===== src/rtl/pwm_timer_pkg.sv =====
`timescale 1ns/1ps
package pwm_timer_pkg;
  typedef enum logic [1:0] {
    MODE_WRAP  = 2'd0,
    MODE_CTC   = 2'd1,
    MODE_FAST  = 2'd2,
    MODE_PHASE = 2'd3
  } tmr_mode_e;
endpackage


===== src/rtl/tmr_counter.sv =====
`timescale 1ns/1ps
module tmr_counter
  import pwm_timer_pkg::*;
#(
  parameter int W = 8
) (
  input  logic         clk_i,
  input  logic         rst_ni,
  input  tmr_mode_e    mode_i,
  input  logic         tick_i,
  input  logic [W-1:0] ocr_i,
  output logic [W-1:0] cnt_o,
  output logic         up_o,
  output logic         at_max_tick_o,
  output logic         ovf_evt_o,
  output logic         cmp_evt_o
);
  localparam logic [W-1:0] MAX = {W{1'b1}};
  localparam logic [W-1:0] ONE = {{(W-1){1'b0}}, 1'b1};

  logic [W-1:0] cnt_q, cnt_d;
  logic         dir_q, dir_d;
  logic         single;

  assign single = (mode_i != MODE_PHASE);

  always_comb begin
    cnt_d = cnt_q;
    dir_d = dir_q;
    if (tick_i) begin
      if (single) begin
        dir_d = 1'b1;
        if (mode_i == MODE_CTC && cnt_q == ocr_i) cnt_d = '0;
        else                                      cnt_d = cnt_q + ONE;
      end else if (dir_q) begin
        cnt_d = cnt_q + ONE;
        if (cnt_d == MAX) dir_d = 1'b0;
      end else begin
        cnt_d = cnt_q - ONE;
        if (cnt_d == '0) dir_d = 1'b1;
      end
    end
  end

  always_ff @(posedge clk_i or negedge rst_ni) begin
    if (!rst_ni) begin
      cnt_q <= '0;
      dir_q <= 1'b1;
    end else begin
      cnt_q <= cnt_d;
      dir_q <= dir_d;
    end
  end

  // single slope acts one tick after equality; dual slope on arrival
  assign at_max_tick_o = tick_i && single && (cnt_q == MAX);
  assign ovf_evt_o = tick_i && (single ? (cnt_q == MAX) : (!dir_q && cnt_d == '0));
  assign cmp_evt_o = tick_i && (single ? (cnt_q == ocr_i) : (cnt_d == ocr_i));
  assign cnt_o     = cnt_q;
  assign up_o      = dir_q;
endmodule


===== src/rtl/tmr_cmp_buf.sv =====
`timescale 1ns/1ps
module tmr_cmp_buf
  import pwm_timer_pkg::*;
#(
  parameter int W = 8
) (
  input  logic         clk_i,
  input  logic         rst_ni,
  input  tmr_mode_e    mode_i,
  input  logic         we_i,
  input  logic [W-1:0] wdata_i,
  input  logic         reload_i,
  output logic [W-1:0] ocr_o
);
  logic [W-1:0] shadow_q, act_q;
  logic         buffered;

  assign buffered = (mode_i == MODE_FAST) || (mode_i == MODE_PHASE);

  always_ff @(posedge clk_i or negedge rst_ni) begin
    if (!rst_ni) begin
      shadow_q <= '0;
      act_q    <= '0;
    end else begin
      if (we_i) shadow_q <= wdata_i;
      if (we_i && !buffered)         act_q <= wdata_i;
      else if (buffered && reload_i) act_q <= shadow_q;
    end
  end

  assign ocr_o = act_q;
endmodule


===== src/rtl/tmr_wave.sv =====
`timescale 1ns/1ps
module tmr_wave
  import pwm_timer_pkg::*;
#(
  parameter int W = 8
) (
  input  logic         clk_i,
  input  logic         rst_ni,
  input  tmr_mode_e    mode_i,
  input  logic         at_max_tick_i,
  input  logic         cmp_evt_i,
  input  logic         up_i,
  input  logic [W-1:0] ocr_i,
  output logic         pwm_o
);
  localparam logic [W-1:0] MAX = {W{1'b1}};

  logic pin_q, pin_d;

  always_comb begin
    pin_d = pin_q;
    unique case (mode_i)
      MODE_WRAP, MODE_CTC: if (cmp_evt_i) pin_d = ~pin_q;
      MODE_FAST: begin
        if (at_max_tick_i)  pin_d = 1'b1;
        else if (cmp_evt_i) pin_d = 1'b0;
      end
      MODE_PHASE: begin
        if (cmp_evt_i) begin
          if (ocr_i == MAX)     pin_d = 1'b1;
          else if (ocr_i == '0) pin_d = 1'b0;
          else                  pin_d = ~up_i;
        end
      end
      default: pin_d = pin_q;
    endcase
  end

  always_ff @(posedge clk_i or negedge rst_ni) begin
    if (!rst_ni) pin_q <= 1'b0;
    else         pin_q <= pin_d;
  end

  assign pwm_o = pin_q;
endmodule


===== src/rtl/tmr_flag.sv =====
`timescale 1ns/1ps
module tmr_flag (
  input  logic clk_i,
  input  logic rst_ni,
  input  logic set_i,
  input  logic clr_i,
  output logic flag_o
);
  always_ff @(posedge clk_i or negedge rst_ni) begin
    if (!rst_ni)    flag_o <= 1'b0;
    else if (set_i) flag_o <= 1'b1;
    else if (clr_i) flag_o <= 1'b0;
  end
endmodule


===== src/rtl/pwm_timer.sv =====
`timescale 1ns/1ps
module pwm_timer
  import pwm_timer_pkg::*;
#(
  parameter int W = 8
) (
  input  logic         clk_i,
  input  logic         rst_ni,
  input  logic         cnt_en_i,
  input  logic [1:0]   mode_i,
  input  logic         ocr_we_i,
  input  logic [W-1:0] ocr_wdata_i,
  input  logic         ovf_clr_i,
  input  logic         cmp_clr_i,
  output logic [W-1:0] cnt_o,
  output logic         pwm_o,
  output logic         ovf_flag_o,
  output logic         cmp_flag_o
);
  localparam int NFLAG = 2;

  tmr_mode_e    mode;
  logic [W-1:0] ocr_act;
  logic         up, at_max_tick, ovf_evt, cmp_evt, reload;
  logic [NFLAG-1:0] flag_set, flag_clr, flag_q;

  assign mode = tmr_mode_e'(mode_i);
  // shadow copy: leaving TOP in fast PWM, arriving at BOTTOM in dual slope
  assign reload = (mode == MODE_FAST) ? at_max_tick :
                  (mode == MODE_PHASE) ? ovf_evt : 1'b0;

  tmr_counter #(.W(W)) u_cnt (
    .clk_i, .rst_ni, .mode_i(mode), .tick_i(cnt_en_i), .ocr_i(ocr_act),
    .cnt_o, .up_o(up), .at_max_tick_o(at_max_tick),
    .ovf_evt_o(ovf_evt), .cmp_evt_o(cmp_evt)
  );

  tmr_cmp_buf #(.W(W)) u_buf (
    .clk_i, .rst_ni, .mode_i(mode), .we_i(ocr_we_i), .wdata_i(ocr_wdata_i),
    .reload_i(reload), .ocr_o(ocr_act)
  );

  tmr_wave #(.W(W)) u_wave (
    .clk_i, .rst_ni, .mode_i(mode), .at_max_tick_i(at_max_tick),
    .cmp_evt_i(cmp_evt), .up_i(up), .ocr_i(ocr_act), .pwm_o
  );

  assign flag_set = {cmp_evt, ovf_evt};
  assign flag_clr = {cmp_clr_i, ovf_clr_i};

  for (genvar g = 0; g < NFLAG; g++) begin : g_flag
    tmr_flag u_flag (
      .clk_i, .rst_ni, .set_i(flag_set[g]), .clr_i(flag_clr[g]), .flag_o(flag_q[g])
    );
  end

  assign ovf_flag_o = flag_q[0];
  assign cmp_flag_o = flag_q[1];
endmodule


===== config.mk =====
export PLATFORM = sky130hd
export DESIGN_NAME = pwm_timer
export DESIGN_NICKNAME = d
export VERILOG_FILES = /design/src/rtl/pwm_timer_pkg.sv /design/src/rtl/tmr_counter.sv /design/src/rtl/tmr_cmp_buf.sv /design/src/rtl/tmr_wave.sv /design/src/rtl/tmr_flag.sv /design/src/rtl/pwm_timer.sv
export SDC_FILE = /design/constraint.sdc
export NUM_CORES = 1
export LEC_CHECK = 0
export ABC_AREA = 1
export BUFFER_PORTS_ARGS = -buffer_cell sky130_fd_sc_hd__buf_2
export CORE_ASPECT_RATIO = 0.9
export CORE_MARGIN = 5
export CORE_UTILIZATION = 49
export DETAILED_ROUTE_END_ITERATION = 6
export HOLD_SLACK_MARGIN = 0.1
export PLACE_DENSITY_LB_ADDON = 0.25
export REMOVE_ABC_BUFFERS = 1
export SYNTH_ARGS = -nofsm -noshare
export SYNTH_HDL_FRONTEND = slang
export SYNTH_HIERARCHICAL = 1
export SYNTH_SLANG_ARGS = --single-unit

===== constraint.sdc =====
create_clock -name clk_i -period 2.2 [get_ports clk_i]
set_input_delay 0.22 -clock clk_i [delete_from_list [all_inputs] [get_ports clk_i]]
set_output_delay 0.22 -clock clk_i [all_outputs]
set_load 0.05 [all_outputs]

# ---- Word level (Yosys, flattened, before mapping)
# Cells that the tools add are included.
dict set report totals {
  output_inout_bits 11
  register_bits 28
  in_bits 16
  wordCells 68
}
dict set report classes {
  add_sub_neg 2
  n_reduce_logical 20
  mux 25
  bitwise_logic 2
  n_eq_ne 12
}
# cell n
set ops {}
lappend ops {{8-bit 2-to-1 mux} 6}
lappend ops {{8-bit equality test (second input constant)} 3}
lappend ops {{8-bit zero test} 3}
lappend ops {{1-bit 2-to-1 mux} 18}
lappend ops {{8-bit equality test} 2}
lappend ops {{8-bit by 1-bit adder with 8-bit output (second input constant)} 1}
lappend ops {{1-bit logical AND} 8}
lappend ops {{8-bit by 1-bit subtractor with 8-bit output (second input constant)} 1}
lappend ops {{2-bit inequality test (second input constant)} 3}
lappend ops {{2-bit nonzero test} 3}
lappend ops {{2-bit equality test (second input constant)} 2}
lappend ops {{3-bit inequality test (second input constant)} 1}
lappend ops {{1-bit case mux with 3 select lines} 1}
lappend ops {{3-bit AND reduction} 1}
lappend ops {{2-bit by 1-bit equality test with 1-bit output (second input constant)} 1}
lappend ops {{1-bit zero test} 2}
lappend ops {{2-bit zero test} 1}
lappend ops {{1-bit inverter} 2}
lappend ops {{2-bit OR reduction} 1}
lappend ops {{1-bit logical OR} 1}

# ---- Longest topological paths before layout
dict set report logic_depth {
  ltp_word 14
  ltp_mapped 20
}

# ---- By module
# Netlist, hierarchy kept.
# module instances cells_per_inst area_per_inst_um2 seq_area_each_um2
set modules_own_cells {}
lappend modules_own_cells {tmr_counter 1 197 1212.4 226.5}
lappend modules_own_cells {tmr_cmp_buf 1 97 763.2 400.4}
lappend modules_own_cells {tmr_wave 1 26 132.6 25.0}
lappend modules_own_cells {tmr_flag 2 5 40.0 25.0}
lappend modules_own_cells {pwm_timer 1 4 17.5 0.0}

# ---- Worst setup path before layout
# No wires, ideal clock.
dict set report synth_timing {
  kind {register to register}
  from {register u_cnt.cnt_q[0], in the netlist u_cnt/cnt_o[0]}
  to {register u_buf.act_q[7], in the netlist u_buf/ocr_o[7]}
  t_arrival_ns 2.447
  slack_ns -0.365
  path_stages_with_launch 18
  required_time_ns 2.083
  period_less_slack_ns 2.565
  path_cell_list {dfrtp_1 ha_1 nand2_2 nor2_2 nand3_1 nand3_1 nand2_1 nand2_2 nand2_2 nor3_1 a31o_2 nand3_1 nand2_1 nand2_2 nand2_2 clkinv_4 nand2_1 nand2_1}
}
dict set report synth_between {
  elab_chain_cells 13
}
# item line_no
set synth_lines {}
lappend synth_lines {{from (decl)} tmr_counter.sv:21} ;# logic [W-1:0] cnt_q, cnt_d;
lappend synth_lines {{from (signal assigned)} tmr_counter.sv:50} ;# cnt_q <= cnt_d;
lappend synth_lines {{branches (longest 3 deep; another with 8-bit by 1-bit subtractor with 8-bit output)} --}
lappend synth_lines {{8-bit 2-to-1 mux *} tmr_counter.sv:31} ;# if (single) begin
lappend synth_lines {{8-bit 2-to-1 mux *} tmr_counter.sv:30} ;# if (tick_i) begin
lappend synth_lines {{named net u_cnt.cnt_d[6]} tmr_counter.sv:21}
lappend synth_lines {{8-bit zero test *} tmr_counter.sv:57} ;# assign ovf_evt_o = tick_i && (single ? (cnt_q == MAX) : (!dir_q && cnt_d == '0));
lappend synth_lines {{1-bit logical AND *} tmr_counter.sv:57}
lappend synth_lines {{1-bit 2-to-1 mux *} tmr_counter.sv:57}
lappend synth_lines {{1-bit logical AND *} tmr_counter.sv:57}
lappend synth_lines {{named net ovf_evt} pwm_timer.sv:24} ;# logic up, at_max_tick, ovf_evt, cmp_evt, reload;
lappend synth_lines {{1-bit 2-to-1 mux *} pwm_timer.sv:30} ;# (mode == MODE_PHASE) ? ovf_evt : 1'b0;
lappend synth_lines {{1-bit 2-to-1 mux *} pwm_timer.sv:29} ;# assign reload = (mode == MODE_FAST) ? at_max_tick :
lappend synth_lines {{named net reload} pwm_timer.sv:24}
lappend synth_lines {{1-bit logical AND *} tmr_cmp_buf.sv:27} ;# else if (buffered && reload_i) act_q <= shadow_q;
lappend synth_lines {{2-bit nonzero test (no source line) *} --}
lappend synth_lines {{to (signal assigned)} tmr_cmp_buf.sv:26} ;# if (we_i && !buffered) act_q <= wdata_i;
lappend synth_lines {{to (signal assigned)} tmr_cmp_buf.sv:27}
lappend synth_lines {{to (decl)} tmr_cmp_buf.sv:15} ;# logic [W-1:0] shadow_q, act_q;
# Mark *: on every way through the listed nets, which the timed path passes.
# A chain may end at the register's enable or synchronous reset.

# ---- Worst setup path after layout
dict set report layout_timing {
  from {register u_cnt.cnt_q[0], in the netlist u_cnt/cnt_o[0]}
  to {register u_wave.pin_q, in the netlist u_wave/pwm_o}
}
dict set report layout_between {
  elab_chain_cells 10
}
# item line_no
set layout_lines {}
lappend layout_lines {{branches (longest 6 deep; another with 8-bit by 1-bit subtractor with 8-bit output)} --}
lappend layout_lines {{1-bit 2-to-1 mux *} tmr_counter.sv:58} ;# assign cmp_evt_o = tick_i && (single ? (cnt_q == ocr_i) : (cnt_d == ocr_i));
lappend layout_lines {{1-bit logical AND *} tmr_counter.sv:58}
lappend layout_lines {{named net cmp_evt} pwm_timer.sv:24}
lappend layout_lines {{3-bit inequality test (no source line) / 2-bit inequality test (equally long branches)} --}
lappend layout_lines {{3-bit AND reduction (no source line) *} --}
lappend layout_lines {{to (signal assigned)} tmr_wave.sv:41} ;# else pin_q <= pin_d;
lappend layout_lines {{to (decl)} tmr_wave.sv:18} ;# logic pin_q, pin_d;
# Marks and branches as above.

==> flow_results.org <==
** Detailed routing
- Final ANT Viol Nets :: 0
- After detailed routing, the average wire length per cell comes to 13.2 microns.
- Iter 0 DRT Violations :: 252
- Dividing the detail-routed via count by the number of cells gives 5.02.
- Sum of routed wire length over all layers :: 6340 microns
- Vias :: 2404
- 1st-pass router iterations :: 5
- Total DRC errors in the routed layout :: 0

** Worst setup path
- Worst path top cell family by delay :: simple AND/OR/NAND/NOR gates
- Largest stage delay on the critical path :: 0.45 ns
- Minimum setup slack among reg-to-reg paths :: -0.25 ns
- Cell depth of the worst flop-to-flop path :: 16
- Required time worst endpoint :: 2.38 ns
- STA classifies the critical path endpoint as a flop.
- Capture point of the worst reg-to-reg path :: u_wave/pwm_o
- Of all nets on the critical path, the largest fanout is 8.
- The worst setup path is launched from a flop.
- Counting buffers and inverters, the worst setup path is 16 cells deep.
- Cells along the critical path :: buf_6 -> xnor2_2 -> nand2_1 -> nor2_2 -> nand3_4 -> nand2_2 -> nand2_2 -> buf_4 -> nand3b_1 -> nand3_1 -> nor2_2 -> nand2_1 -> a21oi_2 -> o21ai_1 -> nor2_1 -> a21oi_2
- Launch point of the worst reg-to-reg path :: u_cnt/cnt_o[0]
- Among all stages on the critical path, the largest delay is contributed by dfrtp_2.
- At the worst endpoint, the arrival time is 2.63 ns.
- Counting both buffers and inverters, the worst setup path holds a total of 2.
- Type of the worst setup path :: flop to flop

** Floorplan
- Effective utilization at floorplan :: 0.501
- The die covers 5950 sq um.
- The initialized floorplan defines 23 standard-cell rows.
- Measured along the x axis, the die boundary spans about 81 microns.
- Core area :: 4400 sq um
- Die H :: 73.7 microns
- Number of primary I/O pins :: 27

** Power and ir drop
- Sequential cell fraction of total power :: 0.273
- VDD sags by at most 0.746 mV.
- Combinational power share :: 0.612
- Clock share of power :: 0.115
- Areal power density over the cells :: 856 nW/um^2
- The internal portion of the total power is 1390 uW.
- Of the total power, the share spent switching nets is 0.467.
- Summed over all nets, the switching power comes to approximately 1200 uW.
- Summed over all cells, the static leakage comes to 0.00158 uW.

** Synthesis
- Async SR Flop Fraction :: 1.00
- Most common cell in the synthesized netlist :: nand2_1
- Flop and latch count out of synthesis :: 28
- Yosys printed 6 warnings.
- The synthesized design contains 0 enable-type register cells.
- Counting instances in the post-synthesis netlist gives the leading cell types as nand2_1 (122), inv_1 (47), nand3_1 (28).
- Register area share after synthesis :: 0.318
- Of the post-synthesis cell area, the dominant cell type holds 0.306.
- Per-instance average area after synthesis :: 6.60 sq um
- Synthesis produced 334 cells.
- Cell type with the highest aggregate area in the netlist :: dfrtp_1
- Post-synthesis cell area :: roughly 2200 sq um
- Sorting the synthesized cells by area gives the leading types as dfrtp_1 (31%), nand2_1 (21%), inv_1 (8.0%).
- Yosys cell types :: 34
- In the synthesized netlist the dominant register cell turns out to be dfrtp_1.

** Timing
- Final-layout setup total negative slack :: -2.09 ns
- The smallest clock period supported by the final layout is computed as 2.45 ns.
- In the finished design, the share of the clock period the worst path needs comes to 1.11.
- For the pin with the worst max-slew slack, the measured transition is 0.693 ns.
- Final hold viol count :: 0
- The max-slew violation count is 0.
- Number of setup violations in the final report :: 10
- Final-layout worst hold slack :: 0.148 ns
- The clock arrives with 0.00754 ns of skew.
- Headroom to the max-slew limit :: 0.538
- Setup repair after global routing missed its margin :: yes
- Static timing analysis puts the maximum clock frequency at just over 0.4 GHz.
- Minimum setup slack in the final design :: -0.252 ns

** Layout
- With fillers left out, the area of the finished cells amounts to 3040 sq um.
- Share of cells above drive strength 1 :: 0.381
- The filler cells instantiated in the layout total between 300 and 400.
- Post-layout nets :: 438
- Multi-input combinational cell area :: 1410 sq um
- Area taken by flip-flops and latches :: ~710 sq um
- Relative to the synthesized area, the layout overhead comes to 37.7%.
- At the end of the flow the core is filled with cells to 0.690.
- 0 antenna diodes ended up in the layout.

** Placed design
- During placement, the flow inserted port buffers numbering 26.
- Routability congestion estimate from global placement :: between 0.9 and 1
- Pre-CTS setup slack :: -0.296 ns
- Summing all placed instances gives a cell area of 2770 sq um.
- Placed wire-length estimate after detailed placement :: 4620 microns

** Hold path
- Hold Crit Endpoint :: g_flag[0].u_flag/flag_o
- The worst hold path begins at ovf_clr_i.
- Worst hold path depth :: 4
- Kind of path behind the tightest hold check :: primary input to flop

** Clocking
- Depth of the CTS H-tree :: 1
- Later-pin clock latency in the skew report :: 0.28 ns
- Clock-pin slew was measured on the worst setup and hold paths at roughly 0.10 ns.
- Clock tree synthesis inserted a total of 3 buffers.
- Root buffer cell :: clkbuf_8
- The tree built by TritonCTS fans out to 28 sinks.
- Number of buffers on the longest clock path :: 2
- TritonCTS built the clock tree.

** Run
- The tool flagged a number of max-cap violations equal to 0.

** GRT
- Wire length of the first global-routing pass :: 9830 microns
- Total global routing overflow :: 0
- Antenna violations before repair :: 0
- Largest net degree at the start of global routing :: 29
- Vias in the first global route :: roughly 2100
- For this run, the total global-route usage over all layers was measured as 0.214.

** Status
- Violated checks :: negative setup slack
- Result of the run :: finished, violations left
-- worst min-delay path, cell delays in order --
cell and delay [ns]:
buf_2 0.07, inv_1 0.03, nand2_1 0.04, nand2_1 0.04
-- worst max path at each step --
stage / from / to
floorplan: u_cnt/cnt_o[0] / u_buf/ocr_o[7]
global placement: u_cnt/cnt_o[0] / u_buf/ocr_o[2]
detailed placement: u_cnt/cnt_o[0] / u_buf/ocr_o[7]
CTS: u_cnt/cnt_o[0] / u_wave/pwm_o
global route: u_cnt/cnt_o[0] / u_wave/pwm_o
finish: u_cnt/cnt_o[0] / u_wave/pwm_o
-- layer usage --
metal | global-route usage | wire length, microns | vias to the layer above
met5 | 0 | 0 | -
met4 | 0.0507 | 74 | 0
met3 | 0.0282 | 401 | 8
met2 | 0.342 | 2970 | 82
met1 | 0.309 | 2900 | 1103
li1 | - | - | 1211
-- stage by stage --
| step | power, uW | instances |
|---|---|---|
| final | 2600 | 479 |
| after global routing | 2780 | 479 |
| after CTS | 2470 | 477 |
| after detailed placement | 2100 | 471 |
| after global placement | 2090 | 471 |
| after floorplan | 1520 | 326 |
-- state kept, by name (all words and copies together) (netlist names) --
signal                cells
g_flag.u_flag/flag_o      2
u_buf/ocr_o               8
u_buf/shadow_q            8
u_cnt/cnt_o               8
u_cnt/up_o                1
u_wave/pwm_o              1
-- area by class of cell --
cell class | count | area share
Multi-Input combinational cell | 246 | 0.463
Tap cell | 62 | 0.0255
Sequential cell | 28 | 0.233
Timing Repair Buffer | 87 | 0.197
Inverter | 52 | 0.0671
Clock buffer | 4 | 0.0148
-- repair_timing --
| action | CTS | global route |
|---|---|---|
| cloned | 0 | 0 |
| hold endpoints to repair | 27 | 0 |
| setup buffers | 1 | 2 |
| gates resized for setup | 21 | 37 |
| pin swaps | 19 | 28 |
| setup endpoints to repair | 9 | 10 |
| hold buffers | 1 | 0 |
-- power by group through the flow --
stage,logic [uW],clock network (uW),registers (uW)
after floorplan,598,0,923
after global placement,1380,0,704
after detailed placement,1390,0,707
after CTS,1460,312,702
after global routing,1730,330,720
final,1590,300,709
-- placed cells by master, fill, tap and decap left out, types with 2 or more instances in the layout --
| master | count |
|---|---|
| nand3b_1 | 3 |
| nor2_4 | 5 |
| dfrtp_1 | 23 |
| nand2_2 | 19 |
| nand4_1 | 6 |
| o21ai_1 | 3 |
| nor3_2 | 2 |
| nand2_1 | 102 |
| nor2_2 | 6 |
| buf_6 | 2 |
| clkbuf_8 | 3 |
| buf_2 | 26 |
| nand3_1 | 25 |
| o21ai_0 | 16 |
| o21ai_2 | 2 |
| inv_2 | 6 |
| nand2_4 | 8 |
| ha_1 | 2 |
| dfrtp_2 | 4 |
| inv_1 | 44 |
| nand3_2 | 4 |
| o41ai_1 | 2 |
| nor2_1 | 17 |
| xnor2_1 | 5 |
| a21oi_2 | 3 |
| a21oi_1 | 2 |
| buf_4 | 58 |
| xor2_1 | 2 |
-- cells by family after synthesis --
logic type / after synthesis / share of synthesized area
AOI/OAI and AO/OA: 32 / 0.0862
DFF: 28 / 0.318
buffers and inverters: 60 / 0.125
adders and majority gates: 4 / 0.0227
xor gates and xnor gates: 8 / 0.0318
and+or+nand+nor: 202 / 0.416
Power figures use the tool's default switching activity.
